<file path="config.mk">
export PLATFORM = sky130hd
export DESIGN_NAME = fastcall_xfer_unit
export DESIGN_NICKNAME = d
export VERILOG_FILES = /design/src/rtl/fcx_pkg.sv /design/src/rtl/fcx_msr_file.sv /design/src/rtl/fcx_flag_mask.sv /design/src/rtl/fcx_canon_chk.sv /design/src/rtl/fastcall_xfer_unit.sv
export SDC_FILE = /design/constraint.sdc
export NUM_CORES = 1
export LEC_CHECK = 0
export BUFFER_PORTS_ARGS = -buffer_cell sky130_fd_sc_hd__buf_2
export CAP_MARGIN = 30
export CORE_UTILIZATION = 35
export DETAILED_ROUTE_END_ITERATION = 6
export PLACE_DENSITY_LB_ADDON = 0.08
export SYNTH_ARGS = -nofsm -noshare
export SYNTH_HDL_FRONTEND = slang
export SYNTH_SLANG_ARGS = --single-unit
</file>
<file path="constraint.sdc">
create_clock -name clk -period 2.2 [get_ports clk]
set_input_delay 0.11 -clock clk [delete_from_list [all_inputs] [get_ports clk]]
set_output_delay 0.11 -clock clk [all_outputs]
set_load 0.02 [all_outputs]
</file>
<file path="src/rtl/fcx_pkg.sv">
// Package: shared constants for the fast system call transition unit.
// Assumes 32-bit model-specific register addresses.
package fcx_pkg;
    localparam logic [31:0] ADDR_ENABLE = 32'hC000_0080;
    localparam logic [31:0] ADDR_SELPR  = 32'hC000_0081;
    localparam logic [31:0] ADDR_TARGET = 32'hC000_0082;
    localparam logic [31:0] ADDR_CLRMSK = 32'hC000_0084;
    localparam logic [31:0] ADDR_SHADGS = 32'hC000_0102;

    typedef enum logic [1:0] {
        WB_RCX   = 2'd0,
        WB_R11   = 2'd1,
        WB_FLAGS = 2'd2,
        WB_GS    = 2'd3
    } wb_sel_e;
endpackage

</file>
<file path="src/rtl/fcx_msr_file.sv">
// Model-specific register file: enable bit, selector pair, entry target,
// flag clear mask and shadow GS base. Reads are combinational, writes land
// at the clock edge. A swap overrides a port write to the shadow register.
module fcx_msr_file
    import fcx_pkg::*;
#(
    parameter int XLEN = 64
) (
    input  logic            clk,
    input  logic            rst_n,
    input  logic            wr,
    input  logic            rd,
    input  logic [31:0]     addr,
    input  logic [XLEN-1:0] wdata,
    output logic [XLEN-1:0] rdata,
    output logic            fault,
    input  logic            swap_en,
    input  logic [XLEN-1:0] swap_in,
    output logic            sce,
    output logic [XLEN-1:0] selpr,
    output logic [XLEN-1:0] target,
    output logic [XLEN-1:0] clrmsk,
    output logic [XLEN-1:0] shadgs
);
    logic hit;

    // Address decode and read mux.
    always_comb begin
        hit   = 1'b1;
        rdata = '0;
        unique case (addr)
            ADDR_ENABLE: rdata = {{(XLEN-1){1'b0}}, sce};
            ADDR_SELPR:  rdata = selpr;
            ADDR_TARGET: rdata = target;
            ADDR_CLRMSK: rdata = clrmsk;
            ADDR_SHADGS: rdata = shadgs;
            default:     hit   = 1'b0;
        endcase
        fault = (wr | rd) & ~hit;
    end

    // Register update from the port and from the swap path.
    always_ff @(posedge clk) begin
        if (!rst_n) begin
            sce    <= 1'b0;
            selpr  <= '0;
            target <= '0;
            clrmsk <= '0;
            shadgs <= '0;
        end else begin
            if (wr && addr == ADDR_ENABLE) sce    <= wdata[0];
            if (wr && addr == ADDR_SELPR)  selpr  <= wdata;
            if (wr && addr == ADDR_TARGET) target <= wdata;
            if (wr && addr == ADDR_CLRMSK) clrmsk <= wdata;
            if (swap_en)                   shadgs <= swap_in;
            else if (wr && addr == ADDR_SHADGS) shadgs <= wdata;
        end
    end

    AST_BAD_ADDR_NO_WRITE: assert property (@(posedge clk) disable iff (!rst_n)
        (wr && !hit && !swap_en) |=> ($stable(sce) && $stable(selpr) && $stable(target) && $stable(clrmsk) && $stable(shadgs)));
    AST_SWAP_TO_SHADOW: assert property (@(posedge clk) disable iff (!rst_n)
        swap_en |=> (shadgs == $past(swap_in)));
endmodule

</file>
<file path="src/rtl/fcx_flag_mask.sv">
// Flag conditioning for a call: clears the resume bit to form the saved
// copy, then clears every bit named in the mask to form the new flags.
// Purely combinational.
module fcx_flag_mask #(
    parameter int XLEN   = 64,
    parameter int RF_BIT = 16
) (
    input  logic [XLEN-1:0] flags_in,
    input  logic [XLEN-1:0] clrmsk,
    output logic [XLEN-1:0] saved,
    output logic [XLEN-1:0] masked
);
    localparam logic [XLEN-1:0] RF_ONLY = XLEN'(1) << RF_BIT;

    // Resume bit first, then the programmable clear mask.
    always_comb begin
        saved  = flags_in & ~RF_ONLY;
        masked = saved & ~clrmsk;
    end
endmodule

</file>
<file path="src/rtl/fcx_canon_chk.sv">
// Canonical-address test: the bits above the implemented virtual width
// must all copy the top implemented bit. Purely combinational.
module fcx_canon_chk #(
    parameter int XLEN    = 64,
    parameter int VA_BITS = 48
) (
    input  logic [XLEN-1:0] addr,
    output logic            ok
);
    localparam int TOP = XLEN - 1;
    localparam int LOW = VA_BITS - 1;

    // All ones or all zeros across the sign-extension field.
    always_comb ok = (&addr[TOP:LOW]) | ~(|addr[TOP:LOW]);
endmodule

</file>
<file path="src/rtl/fastcall_xfer_unit.sv">
// Fast system call transition unit: holds the architectural state touched
// by a fast call, a fast return and a GS swap, and updates it one clock
// after the request strobe. Assumes strobes are single-cycle requests from
// an issue stage; refused operations raise a fault flag and commit nothing.
module fastcall_xfer_unit
    import fcx_pkg::*;
#(
    parameter int XLEN    = 64,
    parameter int VA_BITS = 48,
    parameter int SEL_W   = 16,
    parameter int RF_BIT  = 16
) (
    input  logic             clk,
    input  logic             rst_n,
    input  logic             msr_wr,
    input  logic             msr_rd,
    input  logic [31:0]      msr_addr,
    input  logic [XLEN-1:0]  msr_wdata,
    output logic [XLEN-1:0]  msr_rdata,
    output logic             msr_fault,
    input  logic             wb_en,
    input  logic [1:0]       wb_sel,
    input  logic [XLEN-1:0]  wb_data,
    input  logic             call_req,
    input  logic             ret_req,
    input  logic             swap_req,
    input  logic [XLEN-1:0]  next_pc,
    output logic             done,
    output logic             fault_ud,
    output logic             fault_gp,
    output logic [XLEN-1:0]  pc,
    output logic [XLEN-1:0]  rflags,
    output logic [XLEN-1:0]  rcx,
    output logic [XLEN-1:0]  r11,
    output logic [SEL_W-1:0] cs_sel,
    output logic [SEL_W-1:0] ss_sel,
    output logic [1:0]       cpl,
    output logic [XLEN-1:0]  gs_base
);
    localparam int KSEL_LSB = 32;
    localparam int USEL_LSB = KSEL_LSB + SEL_W;
    localparam logic [SEL_W-1:0] RPL_MASK = SEL_W'(3);
    localparam logic [SEL_W-1:0] SS_OFS   = SEL_W'(8);
    localparam logic [SEL_W-1:0] UCS_OFS  = SEL_W'(16);
    localparam logic [XLEN-1:0]  FLAGS_RST = XLEN'(2);

    logic            sce;
    logic [XLEN-1:0] selpr, target, clrmsk, shadgs;
    logic [XLEN-1:0] fl_saved, fl_masked;
    logic            rcx_canon;
    logic            swap_go;
    logic [SEL_W-1:0] k_cs, u_base;

    fcx_msr_file #(.XLEN(XLEN)) u_msr (
        .clk(clk), .rst_n(rst_n), .wr(msr_wr), .rd(msr_rd), .addr(msr_addr),
        .wdata(msr_wdata), .rdata(msr_rdata), .fault(msr_fault),
        .swap_en(swap_go), .swap_in(gs_base), .sce(sce), .selpr(selpr),
        .target(target), .clrmsk(clrmsk), .shadgs(shadgs)
    );

    fcx_flag_mask #(.XLEN(XLEN), .RF_BIT(RF_BIT)) u_flags (
        .flags_in(rflags), .clrmsk(clrmsk), .saved(fl_saved), .masked(fl_masked)
    );

    fcx_canon_chk #(.XLEN(XLEN), .VA_BITS(VA_BITS)) u_canon (
        .addr(rcx), .ok(rcx_canon)
    );

    // Selector fields and the swap qualifier (swap wins only when alone and at level 0).
    always_comb begin
        k_cs    = selpr[KSEL_LSB +: SEL_W] & ~RPL_MASK;
        u_base  = selpr[USEL_LSB +: SEL_W];
        swap_go = swap_req && !call_req && !ret_req && (cpl == 2'd0);
    end

    // Architectural state update: one operation per cycle, call > return > swap > write-back.
    always_ff @(posedge clk) begin
        if (!rst_n) begin
            pc       <= '0;
            rflags   <= FLAGS_RST;
            rcx      <= '0;
            r11      <= '0;
            cs_sel   <= '0;
            ss_sel   <= '0;
            cpl      <= 2'd3;
            gs_base  <= '0;
            done     <= 1'b0;
            fault_ud <= 1'b0;
            fault_gp <= 1'b0;
        end else begin
            done     <= call_req | ret_req | swap_req;
            fault_ud <= 1'b0;
            fault_gp <= 1'b0;
            if (call_req) begin
                if (!sce) begin
                    fault_ud <= 1'b1;
                end else begin
                    rcx    <= next_pc;
                    r11    <= fl_saved;
                    rflags <= fl_masked;
                    pc     <= target;
                    cs_sel <= k_cs;
                    ss_sel <= k_cs + SS_OFS;
                    cpl    <= 2'd0;
                end
            end else if (ret_req) begin
                if (!sce) begin
                    fault_ud <= 1'b1;
                end else if (cpl != 2'd0 || !rcx_canon) begin
                    fault_gp <= 1'b1;
                end else begin
                    pc     <= rcx;
                    rflags <= r11;
                    cs_sel <= (u_base + UCS_OFS) | RPL_MASK;
                    ss_sel <= (u_base + SS_OFS) | RPL_MASK;
                    cpl    <= 2'd3;
                end
            end else if (swap_req) begin
                if (cpl != 2'd0) fault_gp <= 1'b1;
                else             gs_base  <= shadgs;
            end else if (wb_en) begin
                unique case (wb_sel_e'(wb_sel))
                    WB_RCX:   rcx     <= wb_data;
                    WB_R11:   r11     <= wb_data;
                    WB_FLAGS: rflags  <= wb_data;
                    WB_GS:    gs_base <= wb_data;
                endcase
            end
        end
    end

    AST_REQ_GIVES_DONE: assert property (@(posedge clk) disable iff (!rst_n)
        (call_req || ret_req || swap_req) |=> done);
    AST_FAULT_NEEDS_DONE: assert property (@(posedge clk) disable iff (!rst_n)
        (fault_ud || fault_gp) |-> done);
    AST_FAULT_EXCLUSIVE: assert property (@(posedge clk) disable iff (!rst_n)
        $onehot0({fault_ud, fault_gp}));
    AST_FAULT_KEEPS_STATE: assert property (@(posedge clk) disable iff (!rst_n)
        (fault_ud || fault_gp) |-> (pc == $past(pc) && cpl == $past(cpl) && gs_base == $past(gs_base)));
    AST_RET_LANDS_CANON: assert property (@(posedge clk) disable iff (!rst_n)
        (done && cpl == 2'd3 && $past(cpl) == 2'd0) |->
        ((&pc[XLEN-1:VA_BITS-1]) || !(|pc[XLEN-1:VA_BITS-1])));
    AST_CALL_AT_LEVEL0: assert property (@(posedge clk) disable iff (!rst_n)
        ($past(call_req) && done && !fault_ud) |-> (cpl == 2'd0));
endmodule

</file>
Yosys cells after proc, flatten, opt, wreduce, memory -nomap -nowiden
Index checks and enable logic that the tools add are counted.
Operators by class
  add/sub/neg operators: 3
  equal/unequal tests: 16
  muxes and demuxes: 56
  bitwise logic cells: 12
  reduce and logical (&&, ||, !) cells: 33
Operators by type and width (count)
  two-way mux 64 bit: 31
  one-hot mux 64 bit (5 select lines): 1
  equality test 32 bit, second input constant: 5
  two-way mux 16 bit: 10
  AND 64 bit: 1
  NOT 64 bit: 1
  adder 16 x 4 -> 16 bit, second input constant: 2
  AND reduction 17 bit: 1
  OR reduction 17 bit: 1
  adder 16 x 5 -> 16 bit, second input constant: 1
  nonzero test 2 bit: 8
  AND reduction 5 bit: 3
  two-way mux 2 bit: 5
  two-way mux 1 bit: 9
  logical AND 1 bit: 8
  != test 2 bit, second input constant: 4
  != test 3 bit, second input constant: 2
  AND reduction 6 bit: 1
  nonzero test 3 bit: 2
  NOT 1 bit: 5
  OR reduction 5 bit: 1
  equality test 2 bit, second input constant: 2
  zero test 2 bit: 2
  != test 2 x 1 -> 1 bit, second input constant: 2
  other kinds (7): 12
Word-level totals
  bits of input ports: 234
  output and inout bits: 422
  logic and storage cells: 136
  flip-flop bits (word level): 614

Longest topological paths before layout
  word-level depth: 9
  gate-level depth with buffers: 12
  mapped depth without buffers: 9

By module
From an unflattened synthesis, not the netlist that was laid out.
Unflattened totals
  cell total of the unflattened synthesis: 3436
  area total of the unflattened synthesis: 30234.0 um^2
Modules (own cells, without submodules)
  fastcall_xfer_unit: area an instance 17116.4 um^2, seq. area each 7046.8 um^2, times used 1, cells each 1952
  fcx_msr_file: area an instance 11659.9 um^2, seq. area each 5144.9 um^2, times used 1, cells each 1343
  fcx_flag_mask: area an instance 1358.8 um^2, seq. area each 0.0 um^2, times used 1, cells each 129
  fcx_canon_chk: area an instance 98.8 um^2, seq. area each 0.0 um^2, times used 1, cells each 12

Worst setup path before layout
OpenSTA, ideal clock, no wires.
  path type: reg-to-reg
  start: reg rcx[62]
  end: reg cs_sel[5]
  setup time: 0.122 ns
  setup slack: -0.024 ns
  arrival time: 2.103 ns
  buffers on the path: 2
  required time: 2.078 ns
  clock period less this slack: 2.224 ns
  stages on the path, launching flop included: 9
  cells stage by stage: dfxtp_1 -> nand4_1 -> or3_1 -> o22a_1 -> o21ai_4 -> nor2_2 -> buf_6 -> buf_6 -> a221o_1
On the way
  word-level cells in the longest chain between the ends: 7
  elaborated cells between the ends (all ways): 8
  classes of those cells: eq/ne (1); bitwise (2); reduce/logical (5)
RTL lines
  start, declared: line fastcall_xfer_unit.sv:33  | output logic [XLEN-1:0] rcx,
  start signal, assigned: line fastcall_xfer_unit.sv:98  | rcx <= next_pc;
  start signal, assigned: line fastcall_xfer_unit.sv:123  | WB_RCX: rcx <= wb_data;
  OR reduction 17 bit: line fcx_canon_chk.sv:14  | always_comb ok = (&addr[TOP:LOW]) | ~(|addr[TOP:LOW]);
  NOT 1 bit: line fcx_canon_chk.sv:14
  OR 1 bit *: line fcx_canon_chk.sv:14
  zero test 1 bit *: line fastcall_xfer_unit.sv:109  | end else if (cpl != 2'd0 || !rcx_canon) begin
  logical OR 1 bit *: line fastcall_xfer_unit.sv:109
  != test 2 bit (no source line) *
  AND reduction 3 bit (no source line) *
  end signal, assigned: line fastcall_xfer_unit.sv:102  | cs_sel <= k_cs;
  end signal, assigned: line fastcall_xfer_unit.sv:114  | cs_sel <= (u_base + UCS_OFS) | RPL_MASK;
  end, declared: line fastcall_xfer_unit.sv:35  | output logic [SEL_W-1:0] cs_sel,
Mark *: on every way between the ends. The rest lies on a longest branch, timed or not.
A chain may end at the register's enable or synchronous reset.

Worst setup path in the final report
  start: in msr_addr[28]
  end: out msr_rdata[58]
On the way
  word-level cells in the longest chain between the ends: 2
  elaborated cells between the ends (all ways): 6
  classes of those cells: eq/ne (5); mux (1)
RTL lines
  start, declared: line fastcall_xfer_unit.sv:17  | input logic [31:0] msr_addr,
  equality test 32 bit: line fcx_msr_file.sv:31  | unique case (addr)
  one-hot mux 64 bit (5 select lines) *: line fcx_msr_file.sv:31
  end, declared: line fastcall_xfer_unit.sv:19  | output logic [XLEN-1:0] msr_rdata,
Marks and branches as above.

==> key figures <==
Outcome
  – Outcome: finished with violations
  – Violated checks: negative setup slack

Final layout
  – FF+latch area: 0.0122 mm^2
  – Post-route cell area: 0.0385 mm^2
  – Number of nets in the layout: 4234
  – Share of layout cells above drive strength 1: between 20% and 30%
  – Multi-input combinational cell area: 0.0141 mm^2
  – Post-route insts no fill: ~5000
  – Area growth, synth to finish: 44.0%
  – FILL cells: 7141

Critical path
  – CP endpoint kind: output pin
  – WP buf/inv: 6
  – CP most frequent cell: buf_6
  – Crit Path Category: input pin to output pin
  – Required time worst endpoint: 2090 ps
  – Critical Path AT: 2180 ps
  – Worst Path Max Fanout: 14
  – CP delay by family, top: buffers and inverters
  – Slowest stage delay, CP: 440 ps
  – Cell chain of the critical path: buf_6 > nor4b_4 > nand4_1 > buf_6 > nor4_4 > buf_4 > buf_6 > buf_12 > a221o_1 > buf_6
  – Slowest-stage cell, CP: nor4b_4
  – CP startpoint kind: input pin

Floorplan
  – FP Rows: ~100
  – Core area: 0.0758 mm^2
  – Die ar.: approximately 0.078 mm^2
  – Height of the die: 278 um
  – I/O Pins: 656
  – DIE WIDTH: 278 um
  – Initial core utilization: roughly a third

Route
  – First drt pass iteration count: 7
  – Routed wire length: between 100000 and 150000 um
  – Antenna violation net count after detailed routing: 0
  – Via count: roughly 29000
  – Drt drc: 0
  – DR WL/cell: 24.9 um
  – Drt via density: around 5.7
  – Iter 0 DRT Violations: around 2700

Timing
  – Unrepaired setup endpoints after global routing: true
  – Fmax: 0.436 GHz
  – Final worst slack: -92.8 ps
  – Relative slew slack: 32.7%
  – Tmin final: 2290 ps
  – Final Hold Viols: 0
  – Period utilisation layout: 104%
  – Worst-Margin Slew: 1010 ps
  – Setup Skew: between 30 and 40 ps
  – Max Transition Viols Final: 0
  – Final setup violating endpoints: 130

Power
  – Peak VDD IR: between 0.4 and 0.5 mV
  – P per Cell Area: 654 mW/mm^2
  – Pleak: roughly 15 nW

Worst hold path
  – Hold Path Class: input pin to flip-flop

Synth
  – Post-Syn Instances: around 3200
  – Synth Cell Area: between 0.02 and 0.03 mm^2
  – Top_reg_cell synth: dfxtp_1
  – Register bit total from synthesis: 609
  – Syn avg cell area: between 8 and 9 um^2
  – Async SR Flop Fraction: 0%
  – Synth Warn #: 0
  – Syn Nets: 3388
  – Post-synth EDFFs: 0
  – Yosys cell types: 55
  – Seq/Total Area, Yosys: 45.6%

CTS
  – TritonCTS Buffers: 72
  – Clock Latency Late Sink: 630 ps
  – Clk buf depth: 3
  – CTS root buf: clkbuf_16
  – Worst-path clk slew: 60 ps
  – CTS tree: built
  – H-Tree Depth: 3
  – Clk sinks: 609

Global routing
  – Vias in the first global route: 26663
  – Initial antenna violation count: 5
  – Gr usage total: between 20% and 30%
  – First-pass GRT wire length: 176000 um
  – GRT overflow: 0
  – Largest net degree at the start of global routing: 131

Placement
  – I/O Buffers: 655
  – GP Congestion: between 0.8 and 0.9
  – Post-Place Cell Area: between 0.03 and 0.04 mm^2
  – Place WS: -801 ps
  – Cell Count Post-Placement: 4642
  – Post-DP HPWL: 84200 um

Job
  – Max-cap viol count: 0
## flip-flops by register name, indices dropped and copies added, names as in the netlist, 13 cells and up
register	count
cs_sel	15
gs_base	64
pc	64
r11	64
rcx	64
rflags	64
ss_sel	13
u_msr.clrmsk	64
u_msr.selpr	64
u_msr.shadgs	64
u_msr.target	64
## tightest hold or removal path, stage by stage
cell	delay (ps)
buf_6	90
buf_4	130
inv_1	90
nand3_1	100
mux2i_1	70
nor2_1	70
## cell families after synthesis
| logic type | share of synthesized area [%] |
|---|---|
| AOI/OAI and AO/OA | 25.1 |
| and+or+nand+nor | 16.0 |
| DFF | 45.6 |
| buffers and inverters | 4.85 |
| muxes | 7.69 |
| xor gates and xnor gates | 0.655 |
| adders and majority gates | 0.0935 |
## placed cells by master, fill, tap and decap left out, types with 5 or more instances in the layout
| cell type | synthesis | final |
|---|---|---|
| buf_8 | 0 | 5 |
| o21ai_0 | 149 | 110 |
| dfxtp_2 | 0 | 8 |
| nor4_4 | 1 | 6 |
| a21oi_1 | 338 | 335 |
| clkinv_2 | 0 | 13 |
| a22oi_1 | 65 | 44 |
| xor2_1 | 13 | 13 |
| clkbuf_8 | 0 | 16 |
| buf_4 | 5 | 114 |
| nor2_4 | 0 | 5 |
| buf_2 | 55 | 591 |
| a22oi_2 | 0 | 21 |
| buf_6 | 4 | 68 |
| and2_1 | 52 | 52 |
| clkbuf_16 | 0 | 88 |
| nand4_1 | 12 | 12 |
| buf_12 | 0 | 64 |
| xnor2_1 | 7 | 7 |
| nand3_1 | 82 | 81 |
| a221o_1 | 130 | 130 |
| inv_1 | 8 | 6 |
| o21ai_2 | 0 | 5 |
| o21ai_1 | 2 | 35 |
| nor2b_1 | 64 | 64 |
| clkbuf_1 | 222 | 13 |
| mux2i_1 | 201 | 201 |
| a211oi_1 | 256 | 255 |
| nand2_1 | 375 | 372 |
| o22ai_2 | 0 | 56 |
| buf_16 | 0 | 5 |
| nor2_1 | 346 | 339 |
| dlygate4sd3_1 | 0 | 215 |
| dfxtp_1 | 609 | 600 |
## final cells by class
cell class                 instances  share of cell area, %
antenna                            1                0.00649
clock buffer                     102                   5.47
clock inverter                    20                  0.536
inverter                           8                  0.101
multi-input combinational       2229                   36.7
sequential                       609                   31.7
tap                              978                   3.18
timing repair buffer            1078                   22.4
## synthesized netlist by cell type (2+ instances only)
| cell | count | area [um^2] |
|---|---|---|
| dfxtp_1 | 609 | 12200 |
| nand2_1 | 375 | 1410 |
| nor2_1 | 346 | 1300 |
| a21oi_1 | 338 | 1690 |
| a211oi_1 | 256 | 1920 |
| clkbuf_1 | 222 | 833 |
| mux2i_1 | 201 | 2010 |
| o21ai_0 | 149 | 746 |
| a221o_1 | 130 | 1300 |
| nand3_1 | 82 | 410 |
| a22oi_1 | 65 | 488 |
| nor2b_1 | 64 | 400 |
| o22ai_1 | 64 | 400 |
| buf_2 | 55 | 275 |
| and2_1 | 52 | 325 |
| buf_1 | 20 | 75.1 |
| xor2_1 | 13 | 114 |
| nand4_1 | 12 | 75.1 |
| inv_1 | 8 | 30.0 |
| nor3_1 | 7 | 35.0 |
| xnor2_1 | 7 | 61.3 |
| buf_4 | 5 | 37.5 |
| nor4_1 | 5 | 31.3 |
| a21boi_0 | 4 | 30.0 |
| buf_6 | 4 | 45.0 |
| mux2_2 | 4 | 45.0 |
| nand2b_1 | 4 | 25.0 |
| nand3b_1 | 4 | 30.0 |
| nor3b_1 | 4 | 30.0 |
| and3_1 | 3 | 18.8 |
| nand4b_1 | 3 | 26.3 |
| nor4b_1 | 3 | 26.3 |
| or2_2 | 3 | 18.8 |
| or3_1 | 3 | 18.8 |
| and4_1 | 2 | 17.5 |
| ha_1 | 2 | 25.0 |
| nor4_2 | 2 | 25.0 |
| o211a_1 | 2 | 20.0 |
| o211ai_1 | 2 | 15.0 |
| o21ai_1 | 2 | 10.0 |
| o32ai_1 | 2 | 17.5 |
## stage by stage
stage                     hold slack (ps)  utilization [%]  total power (W)  setup TNS, ps
after floorplan                       246                -           0.0123              0
after global placement                389             42.4           0.0131        -208240
after detailed placement              394             42.4           0.0131        -203370
after CTS                            68.8             48.9           0.0253          -76.6
after global routing                  114             50.8           0.0260          -6940
final                                89.5             50.8           0.0252          -3810
## repair_timing
item	CTS	global route
gates resized for setup	85	241
buffers inserted	9	16
hold endpoints to repair	507	0
hold buffers	215	0
endpoints found under the setup margin	209	180
cloned	3	19
pin swaps	19	51
## layer usage
layer	wire, um	share of wire [%]	up-vias	track usage [%]
met4	2970	2.4	4	7.48
met5	26	0.021	-	0
li1	-	-	13116	-
met3	8810	7.0	168	4.47
met1	56300	45	14000	41.4
met2	57100	46	1301	47.8
## where the power goes
group          leakage [nW]  switching, W  internal (W)
clock network          1.15       0.00499       0.00691
registers              4.91     0.0000764        0.0111
logic                  8.87       0.00122      0.000873
## worst paths after layout
check,startpoint,to,slack [ps],depth (start not counted)
worst max register to register,rcx[59]$_SDFFE_PN0P_,rflags[2]$_SDFFE_PN0P_,-60,10
worst min register to register,cs_sel[6]$_SDFFE_PN0P_,cs_sel[6]$_SDFFE_PN0P_,450,2
worst max-delay path,msr_addr[28],msr_rdata[58],-90,10
worst min-delay path,msr_addr[0],u_msr.sce$_SDFFE_PN0P_,90,6
No activity file was read; power rests on OpenSTA's default activity.
